### src/rtl/cwdp_pkg.sv
package cwdp_pkg;

    typedef enum logic [4:0] {
        FS_PASS_A  = 5'b00000,
        FS_INC     = 5'b00001,
        FS_ADD     = 5'b00010,
        FS_ADD_C   = 5'b00011,
        FS_ADD_NB  = 5'b00100,
        FS_SUB     = 5'b00101,
        FS_DEC     = 5'b00110,
        FS_PASS_AC = 5'b00111,
        FS_AND     = 5'b01000,
        FS_OR      = 5'b01010,
        FS_XOR     = 5'b01100,
        FS_NOT     = 5'b01110,
        FS_PASS_B  = 5'b10000,
        FS_SHR     = 5'b10100,
        FS_SHL     = 5'b11000
    } fsel_e;

    typedef struct packed {
        logic c;
        logic v;
        logic z;
        logic s;
    } flags_t;

endpackage

### src/rtl/cwdp_regbank.sv
module cwdp_regbank #(
    parameter int W  = 8,
    parameter int AW = 3
) (
    input  logic          clk,
    input  logic          rst_n,
    input  logic          we,
    input  logic [AW-1:0] wa,
    input  logic [W-1:0]  wd,
    input  logic [AW-1:0] ra_a,
    input  logic [AW-1:0] ra_b,
    output logic [W-1:0]  rd_a,
    output logic [W-1:0]  rd_b
);
    localparam int NREG = 1 << AW;

    logic [NREG-1:0][W-1:0] cells;

    assign cells[0] = '0;

    genvar gi;
    generate
        for (gi = 1; gi < NREG; gi++) begin : g_cell
            always_ff @(posedge clk or negedge rst_n) begin
                if (!rst_n)
                    cells[gi] <= '0;
                else if (we && (wa == AW'(gi)))
                    cells[gi] <= wd;
            end
        end
    endgenerate

    assign rd_a = cells[ra_a];
    assign rd_b = cells[ra_b];

    AST_NO_WRITE_HOLD: assert property (@(posedge clk) disable iff (!rst_n)
        (!we || wa == '0) |=> $stable(cells));

    AST_WRITE_LANDS: assert property (@(posedge clk) disable iff (!rst_n)
        (we && wa != '0) |=> cells[$past(wa)] == $past(wd));

endmodule

### src/rtl/cwdp_funcunit.sv
module cwdp_funcunit
    import cwdp_pkg::*;
#(
    parameter int W = 8
) (
    input  logic [W-1:0] opa,
    input  logic [W-1:0] opb,
    input  logic [4:0]   fs,
    output logic [W-1:0] res,
    output flags_t       flg
);
    logic [W-1:0] y_op;
    logic [W-1:0] arith_r;
    logic         arith_c;
    logic         arith_v;
    logic         is_arith;

    always_comb begin
        unique case (fs[2:1])
            2'b00: y_op = '0;
            2'b01: y_op = opb;
            2'b10: y_op = ~opb;
            2'b11: y_op = '1;
        endcase
    end

    assign {arith_c, arith_r} = {1'b0, opa} + {1'b0, y_op} + {{W{1'b0}}, fs[0]};
    assign arith_v  = (opa[W-1] == y_op[W-1]) && (arith_r[W-1] != opa[W-1]);
    assign is_arith = (fs[4:3] == 2'b00);

    always_comb begin
        case (fs)
            FS_PASS_A, FS_INC, FS_ADD, FS_ADD_C,
            FS_ADD_NB, FS_SUB, FS_DEC, FS_PASS_AC: res = arith_r;
            FS_AND:    res = opa & opb;
            FS_OR:     res = opa | opb;
            FS_XOR:    res = opa ^ opb;
            FS_NOT:    res = ~opa;
            FS_PASS_B: res = opb;
            FS_SHR:    res = {1'b0, opb[W-1:1]};
            FS_SHL:    res = {opb[W-2:0], 1'b0};
            default:   res = '0;
        endcase
    end

    always_comb begin
        flg.c = is_arith && arith_c;
        flg.v = is_arith && arith_v;
        flg.z = (res == '0);
        flg.s = res[W-1];
    end

endmodule

### src/rtl/ctlword_datapath.sv
module ctlword_datapath
    import cwdp_pkg::*;
#(
    parameter int W  = 8,
    parameter int AW = 3
) (
    input  logic              clk,
    input  logic              rst_n,
    input  logic [3*AW+7:0]   ctl_word,
    input  logic [W-1:0]      const_in,
    input  logic [W-1:0]      ext_data,
    output logic [W-1:0]      addr_out,
    output logic [W-1:0]      data_out,
    output logic              flag_c,
    output logic              flag_v,
    output logic              flag_z,
    output logic              flag_s
);
    localparam int CW_W  = 3 * AW + 8;
    localparam int DA_LO = CW_W - AW;
    localparam int AA_LO = DA_LO - AW;
    localparam int BA_LO = AA_LO - AW;
    localparam int MB_B  = BA_LO - 1;
    localparam int FS_LO = MB_B - 5;
    localparam int MD_B  = 1;
    localparam int RW_B  = 0;

    logic [AW-1:0] da, aa, ba;
    logic          mb, md, rw;
    logic [4:0]    fs;
    logic [W-1:0]  bus_a, reg_b, bus_b, fu_res, wb_data;
    flags_t        fu_flg;

    assign da = ctl_word[DA_LO +: AW];
    assign aa = ctl_word[AA_LO +: AW];
    assign ba = ctl_word[BA_LO +: AW];
    assign mb = ctl_word[MB_B];
    assign fs = ctl_word[FS_LO +: 5];
    assign md = ctl_word[MD_B];
    assign rw = ctl_word[RW_B];

    cwdp_regbank #(.W(W), .AW(AW)) u_regs (
        .clk  (clk),
        .rst_n(rst_n),
        .we   (rw),
        .wa   (da),
        .wd   (wb_data),
        .ra_a (aa),
        .ra_b (ba),
        .rd_a (bus_a),
        .rd_b (reg_b)
    );

    assign bus_b = mb ? const_in : reg_b;

    cwdp_funcunit #(.W(W)) u_fu (
        .opa(bus_a),
        .opb(bus_b),
        .fs (fs),
        .res(fu_res),
        .flg(fu_flg)
    );

    assign wb_data  = md ? ext_data : fu_res;
    assign addr_out = bus_a;
    assign data_out = bus_b;
    assign flag_c   = fu_flg.c;
    assign flag_v   = fu_flg.v;
    assign flag_z   = fu_flg.z;
    assign flag_s   = fu_flg.s;

    AST_CV_CLEAR: assert property (@(posedge clk) disable iff (!rst_n)
        (fs[4:3] != 2'b00) |-> (!flag_c && !flag_v));

    AST_SUB_BORROW: assert property (@(posedge clk) disable iff (!rst_n)
        (fs == FS_SUB) |-> (flag_c == (addr_out >= data_out)));

    AST_EXT_WRITE: assert property (@(posedge clk) disable iff (!rst_n)
        (rw && md && da != '0) ##1 (aa == $past(da)) |-> addr_out == $past(ext_data));

    AST_R0_READS_ZERO: assert property (@(posedge clk) disable iff (!rst_n)
        (aa == '0) |-> (addr_out == '0));

endmodule

### config.mk
export PLATFORM = sky130hd
export DESIGN_NAME = ctlword_datapath
export DESIGN_NICKNAME = d
export VERILOG_FILES = /design/src/rtl/cwdp_pkg.sv /design/src/rtl/cwdp_regbank.sv /design/src/rtl/cwdp_funcunit.sv /design/src/rtl/ctlword_datapath.sv
export SDC_FILE = /design/constraint.sdc
export NUM_CORES = 1
export LEC_CHECK = 0
export ABC_AREA = 1
export ABC_CLOCK_PERIOD_IN_PS = 4400
export BUFFER_PORTS_ARGS = -buffer_cell sky130_fd_sc_hd__buf_2
export CAP_MARGIN = 10
export CORE_MARGIN = 3
export CORE_UTILIZATION = 50
export CTS_BUF_LIST = sky130_fd_sc_hd__clkbuf_8
export CTS_CLUSTER_DIAMETER = 30
export DETAILED_ROUTE_END_ITERATION = 6
export HOLD_SLACK_MARGIN = 0.02
export PLACE_DENSITY = 0.7
export SLEW_MARGIN = 15
export SYNTH_ARGS = -nofsm -noshare
export SYNTH_HDL_FRONTEND = slang
export SYNTH_HIERARCHICAL = 1
export SYNTH_SLANG_ARGS = --single-unit
### constraint.sdc
create_clock -name clk -period 4.4 [get_ports clk]
set_input_delay 0.88 -clock clk [delete_from_list [all_inputs] [get_ports clk]]
set_output_delay 0.88 -clock clk [all_outputs]
set_load 0.005 [all_outputs]
Yosys cells after proc, flatten, opt, wreduce, memory -nomap -nowiden

Index checks and enable logic that the tools add are counted.

Input port bits: 35
Flip-flop bits (word level): 56
Logic and storage cells: 65
Output and inout port bits: 20

Order comparisons: 2
Add/subtract/negate cells: 2
Bitwise logic cells: 5
Equal/unequal tests: 26
Reduce and logical (&&, ||, !) cells: 15
Mux-type cells: 8

Operator list:

| kind                                                       | count |
|---|---|
| one-hot mux 8 bit (8 select lines)                         | 1 |
| binary-select mux 8 bit (select 3 bit)                     | 2 |
| two-way mux 8 bit                                          | 4 |
| one-hot mux 8 bit (4 select lines)                         | 1 |
| equality test 5 x 3 -> 1 bit, second input constant        | 4 |
| equality test 5 x 4 -> 1 bit, second input constant        | 4 |
| inverter 8 bit                                             | 2 |
| equality test 5 bit, second input constant                 | 3 |
| equality test 3 bit, second input constant                 | 4 |
| equality test 5 x 2 -> 1 bit, second input constant        | 2 |
| logical AND 1 bit                                          | 10 |
| adder 8 x 8 -> 9 bit                                       | 1 |
| adder 9 x 1 -> 9 bit                                       | 1 |
| AND 8 bit                                                  | 1 |
| zero test 8 bit                                            | 1 |
| less-than comparator 3 x 4 -> 1 bit, second input constant | 2 |
| bitwise OR 8 bit                                           | 1 |
| OR reduction 8 bit                                         | 1 |
| bitwise XOR 8 bit                                          | 1 |
| equality test 3 x 2 -> 1 bit, second input constant        | 2 |
| equality test 5 x 1 -> 1 bit, second input constant        | 1 |
| zero test 5 bit                                            | 1 |
| equality test 2 bit, second input constant                 | 2 |
| zero test 2 bit                                            | 2 |
| 4 further kinds                                            | 4 |

Longest topological paths before layout

Gate-level depths: netlist of the first run.

Word-level depth: 10
Mapped depth: 25
Depth with buffers taken out: 23

Modules after synthesis

Netlist of the first run, hierarchy kept.

Modules (own cells, without submodules):

| module           | area each (sq um) | cells an instance | instances | sequential area each (sq um) |
|---|---|---|---|---|
| cwdp_regbank     | 3377.0            | 510               | 1         | 1401.3 |
| cwdp_funcunit    | 1415.1            | 254               | 1         | 0.0 |
| ctlword_datapath | 210.2             | 52                | 1         | 0.0 |

Worst setup path after synthesis of the first run

No wires, ideal clock.

Path type: input to output
From: in ctl_word[8]
To: out flag_z
Data arrival time: 3.346 ns
Required time: 3.520 ns
Path slack: 0.174 ns
Cell stages on the path: 23
Path through: buf_2 -> inv_2 -> buf_2 -> nand2_1 -> nand3_1 -> nand2_1 -> nand2_1 -> nand2_1 -> nand2_1 -> nand2_1 -> nand2_1 -> o21ai_0 -> fa_1 -> fa_1 -> nand2_1 -> nand2_1 -> nand3_1 -> nand3_1 -> nand3_1 -> nand3_2 -> nor2_1 -> nand2_1 -> nor2_1

Cells in the longest elaborated chain, start to end: 9
Elaborated cells on any way between the ends: 12
Those cells by class: add/sub (2); mux (5); bitwise (4); reduce/logical (1)

RTL lines:

| element                                   | RTL line               | RTL |
|---|---|---|
| start: declaration                        | ctlword_datapath.sv:9  | `input logic [3*AW+7:0] ctl_word,` |
| binary-select mux 8 bit (select 3 bit) *  | cwdp_regbank.sv:34     | `assign rd_b = cells[ra_b];` |
| two-way mux 8 bit (not written as such) * | cwdp_regbank.sv:34     |  |
| named net reg_b[0]                        | ctlword_datapath.sv:31 | `logic [W-1:0] bus_a, reg_b, bus_b, fu_res, wb_data;` |
| two-way mux 8 bit *                       | ctlword_datapath.sv:54 | `assign bus_b = mb ? const_in : reg_b;` |
| named net data_out[0]                     | ctlword_datapath.sv:13 | `output logic [W-1:0] data_out,` |
| inverter 8 bit                            | cwdp_funcunit.sv:22    | `2'b10: y_op = ~opb;` |
| one-hot mux 8 bit (4 select lines) *      | cwdp_funcunit.sv:19    | `unique case (fs[2:1])` |
| adder 8 x 8 -> 9 bit *                    | cwdp_funcunit.sv:27    | `assign {arith_c, arith_r} = {1'b0, opa} + {1'b0, y_op} + {{W{1'b0}}, fs[0]};` |
| adder 9 x 1 -> 9 bit *                    | cwdp_funcunit.sv:27    |  |
| one-hot mux 8 bit (8 select lines) *      | cwdp_funcunit.sv:32    | `case (fs)` |
| named net fu_res[6]                       | ctlword_datapath.sv:31 |  |
| zero test 8 bit *                         | cwdp_funcunit.sv:49    | `flg.z = (res == '0);` |
| end: declaration                          | ctlword_datapath.sv:16 | `output logic flag_z,` |

Mark *: on every way through the listed nets, which the timed path passes. The rest lies on a longest branch. The select of a mux whose other input is x is not followed.

Final worst setup path of the first run

From: in ctl_word[8]
To: out flag_z

Cells in the longest elaborated chain, start to end: 9
Elaborated cells on any way between the ends: 12
Those cells by class: add/sub (2); mux (5); bitwise (4); reduce/logical (1)

RTL lines:

| element                                   | RTL line |
|---|---|
| binary-select mux 8 bit (select 3 bit) *  | cwdp_regbank.sv:34 |
| two-way mux 8 bit (not written as such) * | cwdp_regbank.sv:34 |
| named net reg_b[0]                        | ctlword_datapath.sv:31 |
| two-way mux 8 bit *                       | ctlword_datapath.sv:54 |
| inverter 8 bit                            | cwdp_funcunit.sv:22 |
| one-hot mux 8 bit (4 select lines) *      | cwdp_funcunit.sv:19 |
| adder 8 x 8 -> 9 bit *                    | cwdp_funcunit.sv:27 |
| adder 9 x 1 -> 9 bit *                    | cwdp_funcunit.sv:27 |
| one-hot mux 8 bit (8 select lines) *      | cwdp_funcunit.sv:32 |
| named net fu_res[6]                       | ctlword_datapath.sv:31 |
| zero test 8 bit *                         | cwdp_funcunit.sv:49 |

Marked as above.

==> metrics.md, run 1 <==
| Metric | Value |
|---|---|
| Largest register by flop count | `u_regs/cells` |
| Number of CTS-inserted buffers | `5` |
| Die ar. | `11200 um2` |
| Slew @ Worst Pin | `between 700 and 800 ps` |
| Cell taking the most area after synthesis | `dfrtp_1` |
| Multi-input logic area | `3010 um2` |
| Largest net degree at the start of global routing | `between 50 and 60` |
| Global-route wire length before repair | `between 20000 and 30000 um` |
| CTS tree | `done` |
| Largest regs | `u_regs/cells x56` |
| Peak fanout along the critical path | `7` |
| Average wire per standard cell | `roughly 15 um` |
| Die Wd | `around 110 um` |
| Worst setup margin | `127 ps` |
| Placer Congestion | `0.989` |
| Initial DRC count | `roughly 630` |
| Final WL | `15800 um` |
| WP data required | `3520 ps` |
| Diodes inserted | `0` |
| Antenna viol nets, final | `0` |
| # port buffers | `54` |
| Setup bufs post-CTS | `0` |
| Number of max-cap violations | `0` |
| VDD IR-drop max | `0.000217 V` |
| Fillers | `approximately 970` |
| Cts-stage hold buffer count | `0` |
| Synth Register Bits | `56` |
| Final Max Slew Viols | `0` |
| Fmax | `around 230 MHz` |
| Area Overhead vs Synth | `14.0%` |
| Num Clock Sinks | `56` |
| Crit path time final | `4270 ps` |
| Pre-CTS setup slack | `around 53 ps` |
| Core area | `9460 um2` |
| Final core occ | `60.3%` |
| Synth cell types | `30` |
| Share of cells above drive strength 1 | `18.3%` |
| IO Count | `55` |
| Syn Nets | `876` |
| Status | `finished, final reports clean` |
| Avg Cell Area, Syn | `6.13 um2` |
| Finish-stage setup viols | `0` |
| P_leak | `~3.3 nW` |
| Final Skew | `~9.6 ps` |
| Critical path class | `in2out` |
| Number of global-route vias before repair | `4921` |
| Initial antenna violation count | `0` |
| Max reg flops | `56` |
| Clock tree buffer depth | `2` |
| Setup Total Neg Slack | `0 ps` |
| Setup crit end kind | `primary output` |
| Initial core utilization | `52.9%` |
| Total grt overflow | `0` |
| Slowest Stage Delay on Critical Path | `between 300 and 400 ps` |
| Worst slew margin | `50.6%` |
| Critical path's slowest cell | `fa_2` |
| Post-Syn Area | `about 5000 um2` |
| Via density | `about 5.3` |
| Hold slack | `around 500 ps` |
| NumNets Final | `~950` |
| Largest cells by area after synthesis | `dfrtp_1 (28%), nand2_1 (28%), inv_1 (7.4%)` |
| Clock root cell | `clkbuf_8` |
| Vias | `5432` |
| Number of remaining DRC errors | `0` |
| DP HPWL | `12500 um` |
| Worst skew pair latency | `about 320 ps` |
| WP data arrival | `3390 ps` |
| Worst hold path class | `reg2reg` |
| Overall routing resource usage | `27.9%` |
| Register area share after synthesis | `28.0%` |
| Power Total | `1.75 mW` |
| Most used cell, CP | `nand2_1` |
| Die height | `106 um` |
| Worst-path clk slew | `roughly 110 ps` |
| H-tree levels | `2` |
| Register area | `roughly 1400 um2` |
| Cell count after synthesis | `816` |
| Top-area cell type share of the netlist area | `between 20 and 30%` |
| Hold Vio Cnt, Final | `0` |
| CP Launch Type | `input port` |
| Pwr/cell area | `306 nW/um2` |
| Critical path, cell by cell | `buf_4, inv_6, nand2_1, nand3_1, nand2_1, nand2_1, nand2_1, nand2_1, nand2_1, nand2_1, o21ai_0, fa_2, fa_2, nand2_1, nand2_1, nand3_1, nand3_1, nand3_2, nand3_2, nor2_2, nand2_1, nor2_1, buf_2` |
| Row cnt | `35` |
| DR pass1 iterations | `5` |
| Post-CTS Resized | `0` |
| Synth warn | `6` |
| Final period util | `97.1%` |
==> logic make-up (layout without fill, tap and decap cells) <==
kind of cell | Yosys count | in the layout | share of synthesized area (%)
compound gates | 82 | 82 | 9.03
flops | 56 | 56 | 28.0
fa+ha+maj | 25 | 25 | 6.55
simple gates | 514 | 514 | 43.8
buf+inv | 139 | 215 | 12.6
==> critical path: cells and delay by family <==
kind                     cells  cell delay (ps)
AND/OR/NAND/NOR             17             1300
adder cells (fa/ha/maj)      2              740
buffers and inverters        3              360
AO/OA/AOI/OAI                1              100
==> metal layers <==
metal	share of wire, %	track usage, %	vias up
met1	44	40.4	2499
met3	9.2	4.74	14
met2	46	44.2	229
li1	-	-	2690
met4	1.1	5.09	0
met5	0	0	-
==> layout make-up <==
type,count,area share [%]
Clock buffer,5,1.21
Clock inverter,3,0.504
Tap cell,129,2.83
Inverter,108,7.19
Timing Repair Buffer,99,11.0
Sequential cell,56,24.6
Multi-Input combinational cell,621,52.7
==> synthesized netlist by cell type <==
cell / instances
a211oi_1: 1
nand2_1: 372
buf_6: 11
a21oi_1: 5
clkbuf_1: 1
buf_4: 2
o21ai_2: 10
nor3_4: 1
ha_1: 23
inv_2: 10
buf_1: 2
fa_1: 2
o22ai_1: 1
nand2_2: 2
nand3_2: 7
buf_2: 15
nand3b_1: 1
or2_2: 1
inv_1: 98
nand3_1: 64
nor3_1: 1
nor3_2: 1
nand3_4: 1
o21ai_1: 14
dfrtp_1: 56
o21ai_0: 51
nor2_1: 30
nor2_4: 2
nand4_1: 22
nor2_2: 9
==> power by group <==
part	switching (mW)	total, mW	internal (mW)
Combinational	0.482	0.761	0.279
Sequential	0.0574	0.672	0.615
Clock	0.192	0.313	0.121
==> worst paths after layout <==
kind	from	to	slack, ps	depth (start not counted)
max	ctl_word[8]	flag_z	130	23
min	u_regs/cells[22]$_DFFE_PN0P_	u_regs/cells[22]$_DFFE_PN0P_	490	2
max reg2reg	u_regs/cells[48]$_DFFE_PN0P_	u_regs/cells[54]$_DFFE_PN0P_	1280	25
min reg2reg	u_regs/cells[22]$_DFFE_PN0P_	u_regs/cells[22]$_DFFE_PN0P_	490	2
max in group asynchronous	rst_n	u_regs/cells[15]$_DFFE_PN0P_	3250	2
min in group asynchronous	rst_n	u_regs/cells[52]$_DFFE_PN0P_	670	2
==> layout by cell type, fill, tap and decap left out <==
cell      instances
nor2_4            2
inv_2             9
nand2_2           7
o21ai_0          49
nand3_4           1
buf_2            53
nand3b_1          1
nand2_1         367
inv_6             3
a21oi_1           3
or2_2             1
inv_8             1
nor3_4            1
clkbuf_8          5
nand3_1          62
fa_2              2
buf_4            42
a21oi_2           2
o22ai_1           1
ha_1             23
nor3_1            1
nor3_2            1
inv_1            98
o21ai_1          16
a211oi_1          1
nor2_1           29
o21ai_2          10
buf_6             4
nand4_1          22
nor2_2           10
nand3_2           9
dfrtp_1          56
==> through the flow <==
stage          instances  instance area [um2]
2_1_floorplan        816                 5000
3_3_place_gp        1013                 5550
3_5_place_dp        1013                 5550
4_1_cts             1021                 5640
5_1_grt             1021                 5700
6_report            1021                 5700
Power figures use the tool's default switching activity.
==> inputs of run 2 (changes only) <==
--- a/config.mk
+++ b/config.mk
@@ -16,6 +16,7 @@
 export DETAILED_ROUTE_END_ITERATION = 6
 export HOLD_SLACK_MARGIN = 0.02
 export PLACE_DENSITY = 0.7
+export REMOVE_ABC_BUFFERS = 1
 export SLEW_MARGIN = 15
 export SYNTH_ARGS = -nofsm -noshare
 export SYNTH_HDL_FRONTEND = slang
==> run 2 against run 1 <==
Effect of this change: setup slack got worse by 24 ps; power rose by 0.78%; combinational power barely moved; critical endpoint unchanged; worst hold slack improved by 3.0 ps; non-clock buffer count fell by 3; first-iteration DRC count fell by 43%; critical path depth did not move; clock-buffer cell count did not move; die area did not move; clock skew rose by 4.2 ps; sequential share of layout area fell by 0.12 points.
==> metrics.md, run 2 (same netlist as run 1, synthesis figures left out) <==
| Metric | Value |
|---|---|
| Largest register by flop count | `u_regs/cells (unchanged)` |
| WP data required | `3520 ps (about the same)` |
| Critical path's slowest cell | `fa_2 (unchanged)` |
| Reg2reg end | `u_regs/cells[36]$_DFFE_PN0P_ (was u_regs/cells[54]$_DFFE_PN0P_)` |
| Clock root cell | `clkbuf_8 (unchanged)` |
| Initial DRC count | `361 (was 629)` |
| Cell depth of the worst flop-to-flop path | `24 (was 25)` |
| Most used cell, CP | `nand2_1 (unchanged)` |
| Critical R2R Launch | `u_regs/cells[56]$_DFFE_PN0P_ (was u_regs/cells[48]$_DFFE_PN0P_)` |
| Global routing usage on met3 | `5.53% (was 4.74%)` |
| Diodes inserted | `0 (unchanged)` |
| Final WL | `16100 um (was 15800 um)` |
| Number of CTS-inserted buffers | `5 (unchanged)` |
| Clock tree buffer depth | `2 (unchanged)` |
| Critical path, cell by cell | `buf_6, inv_8, nand2_1, nand3_1, nand2_1, nand2_1, nand2_1, nand2_2, nand2_4, nand2_2, o21ai_2, fa_2, fa_2, nand3_2, nand2_2, nor2_2, nor2_1, nand2_1, nand3_2, nor2_2, nand2_1, nor2_1, buf_2 (was buf_4, inv_6, nand2_1, nand3_1, nand2_1, nand2_1, nand2_1, nand2_1, nand2_1, nand2_1, o21ai_0, fa_2, fa_2, nand2_1, nand2_1, nand3_1, nand3_1, nand3_2, nand3_2, nor2_2, nand2_1, nor2_1, buf_2)` |
| Average wire per standard cell | `15.9 um (was 15.5 um)` |
| Critical path class | `in2out (unchanged)` |
| Placed Area | `5490 um2 (was 5550 um2)` |
| NumNets Final | `948 (was 951)` |
| Worst skew pair latency | `330 ps (was 320 ps)` |
| CTS tree | `done (unchanged)` |
| IO Count | `55 (unchanged)` |
| Number of global-route vias before repair | `5232 (was 4921)` |
| Final Skew | `13.7 ps (was 9.58 ps)` |
| Max reg flops | `56 (unchanged)` |
| Worst setup endpoint | `flag_z (unchanged)` |
| Initial core utilization | `52.9% (unchanged)` |
| Num Clock Sinks | `56 (unchanged)` |
| Largest net degree at the start of global routing | `40 (was 57)` |
| Met1 Resource Use GR | `39.8% (was 40.4%)` |
| Antenna viol nets, final | `0 (unchanged)` |
| Largest regs | `u_regs/cells x56 (unchanged)` |
| Pwr/cell area | `307 nW/um2 (was 306 nW/um2)` |
| Global-route wire length before repair | `26500 um (was 25000 um)` |
| Met2 Track Usage GR | `47.8% (was 44.2%)` |
| Row cnt | `35 (unchanged)` |
| CP Launch Type | `input port (unchanged)` |
| Initial antenna violation count | `0 (unchanged)` |
| Hold slack | `498 ps (was 495 ps)` |
| Commonest non-fill, non-tap cell in the layout | `nand2_1 (unchanged)` |
| Status | `finished, final reports clean (unchanged)` |
| Power Total | `1.76 mW (was 1.75 mW)` |
| Critical Path Source | `ctl_word[8] (unchanged)` |
| Worst R2R Setup Slack | `970 ps (was 1280 ps)` |
| Fmax | `233 MHz (was 234 MHz)` |
| Peak fanout along the critical path | `6 (was 7)` |
| Die height | `106 um (unchanged)` |
| Area Overhead vs Synth | `14.6% (was 14.0%)` |
| # port buffers | `54 (unchanged)` |
| Core area | `9460 um2 (unchanged)` |
| Crit path time final | `4300 ps (was 4270 ps)` |
| Overall routing resource usage | `29.1% (was 27.9%)` |
| Number of remaining DRC errors | `0 (unchanged)` |
| Share of cells above drive strength 1 | `19.0% (was 18.3%)` |
| H-tree levels | `2 (unchanged)` |
| Setup crit end kind | `primary output (unchanged)` |
| Finish-stage setup viols | `0 (unchanged)` |
| Busiest grt layer | `met2 (unchanged)` |
| Vias | `5439 (was 5432)` |
| Die ar. | `11200 um2 (unchanged)` |
| DR pass1 iterations | `7 (was 5)` |
| Slew @ Worst Pin | `882 ps (was 739 ps)` |
| Number of max-cap violations | `0 (unchanged)` |
| Slowest Stage Delay on Critical Path | `430 ps (was 380 ps)` |
| Setup Total Neg Slack | `0 ps (unchanged)` |
| Die Wd | `106 um (unchanged)` |
| P_leak | `3.27 nW (was 3.28 nW)` |
| Final period util | `97.7% (was 97.1%)` |
| Via density | `5.34 (was 5.32)` |
| Final Max Slew Viols | `0 (unchanged)` |
| Total grt overflow | `0 (unchanged)` |
| WP data arrival | `3420 ps (was 3390 ps)` |
| DP HPWL | `12700 um (was 12500 um)` |
| Hold Vio Cnt, Final | `0 (unchanged)` |
| VDD IR-drop max | `0.000245 V (was 0.000217 V)` |
| Commonest non-fill, non-tap cells in the layout | `nand2_1 (362), inv_1 (97), nand3_1 (61) (was nand2_1 (367), inv_1 (98), nand3_1 (62))` |
| Final instance area | `5730 um2 (was 5700 um2)` |
| Worst slew margin | `41.2% (was 50.6%)` |
| Worst hold path class | `reg2reg (unchanged)` |
| Worst-path clk slew | `110 ps (about the same)` |
| Placer Congestion | `0.942 (was 0.989)` |
## run 2: final cells by class
class / count / area, um2
multi-input combinational: 621 / 3040
tap: 129 / 161
sequential: 56 / 1400
fill: 950 / 3730
clock buffer: 5 / 68.8
timing repair buffer: 96 / 612
inverter: 108 / 419
clock inverter: 3 / 28.8
## run 2: repair_timing
item | CTS | global route
hold buffers | 0 | 0
buffers inserted | 0 | 4
endpoints found under the setup margin | 0 | 4
gates resized for setup | 0 | 40
## run 2: per-layer routing
layer / vias up / share of wire, %
met5: - / 0
met3: 30 / 7.4
li1: 2691 / -
met4: 0 / 1.9
met2: 225 / 46
met1: 2493 / 44
## run 2: power breakdown
part | internal, mW | switching [mW] | total [mW]
Combinational | 0.280 | 0.484 | 0.764
Sequential | 0.615 | 0.0576 | 0.672
Clock | 0.121 | 0.203 | 0.324
## run 2: through the flow
step | cells | setup slack (ps) | utilization [%]
3_5_place_dp | 1006 | 30.2 | 58.1
3_3_place_gp | 1006 | 92.0 | 58.1
5_1_grt | 1018 | -69.7 | 60.6
2_1_floorplan | 785 | 289 | -
6_report | 1018 | 103 | 60.6
4_1_cts | 1014 | 18.2 | 59.1
## run 2: worst min-delay path by stage
stage,slack [ps],start,cells past startpoint,end
2_1_floorplan,450,u_regs/cells[16]$_DFFE_PN0P_,2,u_regs/cells[16]$_DFFE_PN0P_
3_3_place_gp,470,u_regs/cells[32]$_DFFE_PN0P_,2,u_regs/cells[32]$_DFFE_PN0P_
3_5_place_dp,470,u_regs/cells[32]$_DFFE_PN0P_,2,u_regs/cells[32]$_DFFE_PN0P_
4_1_cts,500,u_regs/cells[29]$_DFFE_PN0P_,2,u_regs/cells[29]$_DFFE_PN0P_
5_1_grt,520,u_regs/cells[17]$_DFFE_PN0P_,2,u_regs/cells[17]$_DFFE_PN0P_
6_report,500,u_regs/cells[29]$_DFFE_PN0P_,2,u_regs/cells[29]$_DFFE_PN0P_
## run 2: critical path, delay by kind of cell
kind,cells,cell delay (ps)
adders and majority gates,2,850
and+or+nand+nor,17,1290
AOI/OAI and AO/OA,1,60
buffers and inverters,3,300
==> inputs of run 3 (changes only) <==
--- a/config.mk
+++ b/config.mk
@@ -16,6 +16,7 @@
 export DETAILED_ROUTE_END_ITERATION = 6
 export HOLD_SLACK_MARGIN = 0.02
 export PLACE_DENSITY = 0.7
+export RECOVER_POWER = 50
 export REMOVE_ABC_BUFFERS = 1
 export SLEW_MARGIN = 15
 export SYNTH_ARGS = -nofsm -noshare
==> run 3 against run 2 <==
Effect of this change: the run now ends with capacitance limit, slew limit left; core utilization fell by 0.053 points; sequential power is essentially flat; via count hardly changed; combinational power about the same; setup slack gained 6.2 ps; non-clock buffer count unchanged; clock-buffer cell count did not move; first-iteration DRC count increased by 3.3%; sequential share of layout area barely moved; die area unchanged.
==> metrics.md, run 3 (same netlist as run 1, synthesis figures left out) <==
| Metric | Value |
|---|---|
| Worst-path clk slew | `110 ps (about the same)` |
| Number of global-route vias before repair | `5232 (unchanged)` |
| CTS tree | `done (unchanged)` |
| Row cnt | `35 (unchanged)` |
| Initial antenna violation count | `0 (unchanged)` |
| Overall routing resource usage | `29.1% (unchanged)` |
| Critical path's slowest cell | `fa_2 (unchanged)` |
| Worst hold path class | `reg2reg (unchanged)` |
| Via density | `5.34 (about the same)` |
| Initial DRC count | `373 (was 361)` |
| Critical path class | `in2out (unchanged)` |
| Initial core utilization | `52.9% (unchanged)` |
| Area Overhead vs Synth | `14.5% (was 14.6%)` |
| Critical path, cell by cell | `buf_6, inv_8, nand2_1, nand3_1, nand2_1, nand2_1, nand2_1, nand2_2, nand2_4, nand2_2, o21ai_2, fa_2, fa_2, nand3_2, nand2_2, nor2_2, nor2_1, nand2_1, nand3_2, nor2_2, nand2_1, nor2_1, buf_2 (unchanged)` |
| Num Clock Sinks | `56 (unchanged)` |
| Die ar. | `11200 um2 (unchanged)` |
| Buf/Inv on CP | `3 (unchanged)` |
| Largest net degree at the start of global routing | `40 (unchanged)` |
| Slowest Stage Delay on Critical Path | `430 ps (about the same)` |
| WP data arrival | `3410 ps (was 3420 ps)` |
| Largest register by flop count | `u_regs/cells (unchanged)` |
| Fmax | `233 MHz (about the same)` |
| Share of cells above drive strength 1 | `18.8% (was 19.0%)` |
| Clock tree buffer depth | `2 (unchanged)` |
| Max reg flops | `56 (unchanged)` |
| Total grt overflow | `0 (unchanged)` |
| Commonest non-fill, non-tap cell in the layout | `nand2_1 (unchanged)` |
| Combinational Power Share | `43.4% (about the same)` |
| Largest regs | `u_regs/cells x56 (unchanged)` |
| NumNets Final | `948 (unchanged)` |
| Vias | `5434 (was 5439)` |
| Clock root cell | `clkbuf_8 (unchanged)` |
| Post-route insts no fill | `1018 (unchanged)` |
| Placer Congestion | `0.942 (unchanged)` |
| Worst R2R Setup Slack | `990 ps (was 970 ps)` |
| Clock power share | `18.4% (about the same)` |
| Register area | `1400 um2 (unchanged)` |
| Pwr/cell area | `307 nW/um2 (about the same)` |
| Multi-input logic area | `3040 um2 (unchanged)` |
| Final core occ | `60.5% (was 60.6%)` |
| DR pass1 iterations | `5 (was 7)` |
| Peak fanout along the critical path | `6 (unchanged)` |
| Number of CTS-inserted buffers | `5 (unchanged)` |
| Final period util | `97.5% (was 97.7%)` |
| Finish-stage setup viols | `0 (unchanged)` |
| Seq pwr share | `38.2% (about the same)` |
| Global-route wire length before repair | `26500 um (unchanged)` |
| Placed Instances | `1006 (unchanged)` |
| H-tree levels | `2 (unchanged)` |
| Status | `complete, but fails checks (was finished, final reports clean)` |
| Top delay family on crit path | `simple AND/OR/NAND/NOR gates (unchanged)` |
| Violated checks | `capacitance limit, slew limit` |
| DP HPWL | `12700 um (unchanged)` |
| Power Total | `1.76 mW (about the same)` |
| Final Skew | `13.4 ps (was 13.7 ps)` |
| Most used cell, CP | `nand2_1 (unchanged)` |
| WP data required | `3520 ps (about the same)` |
| Crit path time final | `4290 ps (was 4300 ps)` |
| P_leak | `3.27 nW (about the same)` |
| Slew @ Worst Pin | `2110 ps (was 882 ps)` |
| Die height | `106 um (unchanged)` |
| Sw Pwr | `0.744 mW (was 0.745 mW)` |
| VDD IR-drop max | `0.000245 V (about the same)` |
| Core area | `9460 um2 (unchanged)` |
| Number of max-cap violations | `1 (was 0)` |
| Final WL | `16200 um (was 16100 um)` |
| Average wire per standard cell | `15.9 um (about the same)` |
| Setup crit end kind | `primary output (unchanged)` |
| Antenna viol nets, final | `0 (unchanged)` |
| Number of remaining DRC errors | `0 (unchanged)` |
| Sw frac | `42.3% (about the same)` |
| Fillers | `951 (was 950)` |
| Diodes inserted | `0 (unchanged)` |
| # port buffers | `54 (unchanged)` |
| Worst skew pair latency | `330 ps (about the same)` |
| Setup Total Neg Slack | `0 ps (unchanged)` |
| CP Launch Type | `input port (unchanged)` |
| Hold Vio Cnt, Final | `0 (unchanged)` |
| Worst slew margin | `-40.4% (was 41.2%)` |
| Final Max Slew Viols | `40 (was 0)` |
| Commonest non-fill, non-tap cells in the layout | `nand2_1 (362), inv_1 (97), nand3_1 (61) (unchanged)` |
| Cts-stage hold buffer count | `0 (unchanged)` |
| Die Wd | `106 um (unchanged)` |
| Internal | `1.01 mW (was 1.02 mW)` |
| IO Count | `55 (unchanged)` |
## run 3: cell types whose count changed in the layout (fill, tap and decap cells not counted)
| cell | previous run | this run |
|---|---|---|
| buf_2 | 51 | 50 |
| buf_4 | 40 | 39 |
| clkbuf_1 | 0 | 2 |
## run 3: final timing paths
kind	cells past startpoint	start	to
max	23	ctl_word[8]	flag_z
min	2	u_regs/cells[29]$_DFFE_PN0P_	u_regs/cells[29]$_DFFE_PN0P_
max reg2reg	24	u_regs/cells[56]$_DFFE_PN0P_	u_regs/cells[36]$_DFFE_PN0P_
min reg2reg	2	u_regs/cells[29]$_DFFE_PN0P_	u_regs/cells[29]$_DFFE_PN0P_
max in group asynchronous	2	rst_n	u_regs/cells[29]$_DFFE_PN0P_
min in group asynchronous	1	rst_n	u_regs/cells[8]$_DFFE_PN0P_
## run 3: area by class of cell
class	instances	share of cell area (%)
Clock inverter	3	0.503
Sequential cell	56	24.5
Multi-Input combinational cell	621	53.1
Timing Repair Buffer	96	10.6
Clock buffer	5	1.20
Inverter	108	7.32
Tap cell	129	2.82
## run 3: routing by layer
layer,global-route usage (%),vias up,share of wire [%]
li1,-,2691,-
met1,39.8,2513,45
met2,47.8,200,46
met3,5.53,30,6.6
met4,7.03,0,1.8
met5,0,-,0
## run 3: worst reg2reg max path: stages, from the launching register on
cell	delay [ps]
dfrtp_1	380
inv_1	140
nand2_1	80
nand3_1	80
nand2_1	50
nand2_1	50
nand2_1	60
nand2_2	90
nand2_4	60
nand2_2	70
o21ai_2	60
fa_2	420
fa_2	430
nand3_2	90
nand2_2	60
nor2_2	100
nor2_1	40
nand2_1	110
nand3_2	110
buf_4	160
buf_4	130
nand2_1	50
nand2_1	70
inv_1	240
o21ai_0	150
## run 3: power groups by stage
stage | Sequential (mW) | Clock, mW | Combinational (mW)
after floorplan | 0.663 | 0 | 0.452
after global placement | 0.677 | 0 | 0.705
after detailed placement | 0.680 | 0 | 0.720
after CTS | 0.671 | 0.335 | 0.722
after global routing | 0.684 | 0.354 | 0.867
final | 0.672 | 0.324 | 0.763
## run 3: what timing repair did
| action | 4_1_cts | 5_1_grt |
|---|---|---|
| setup endpoints to repair | 0 | 4 |
| resized for setup | 0 | 40 |
| buffers inserted | 0 | 4 |
## run 3: through the flow
step	area, um2	hold slack, ps	worst slack (ps)
floorplan	4780	453	289
global placement	5490	468	92.0
detailed placement	5490	474	30.2
CTS	5590	501	18.2
global route	5730	521	-69.7
finish	5730	497	109
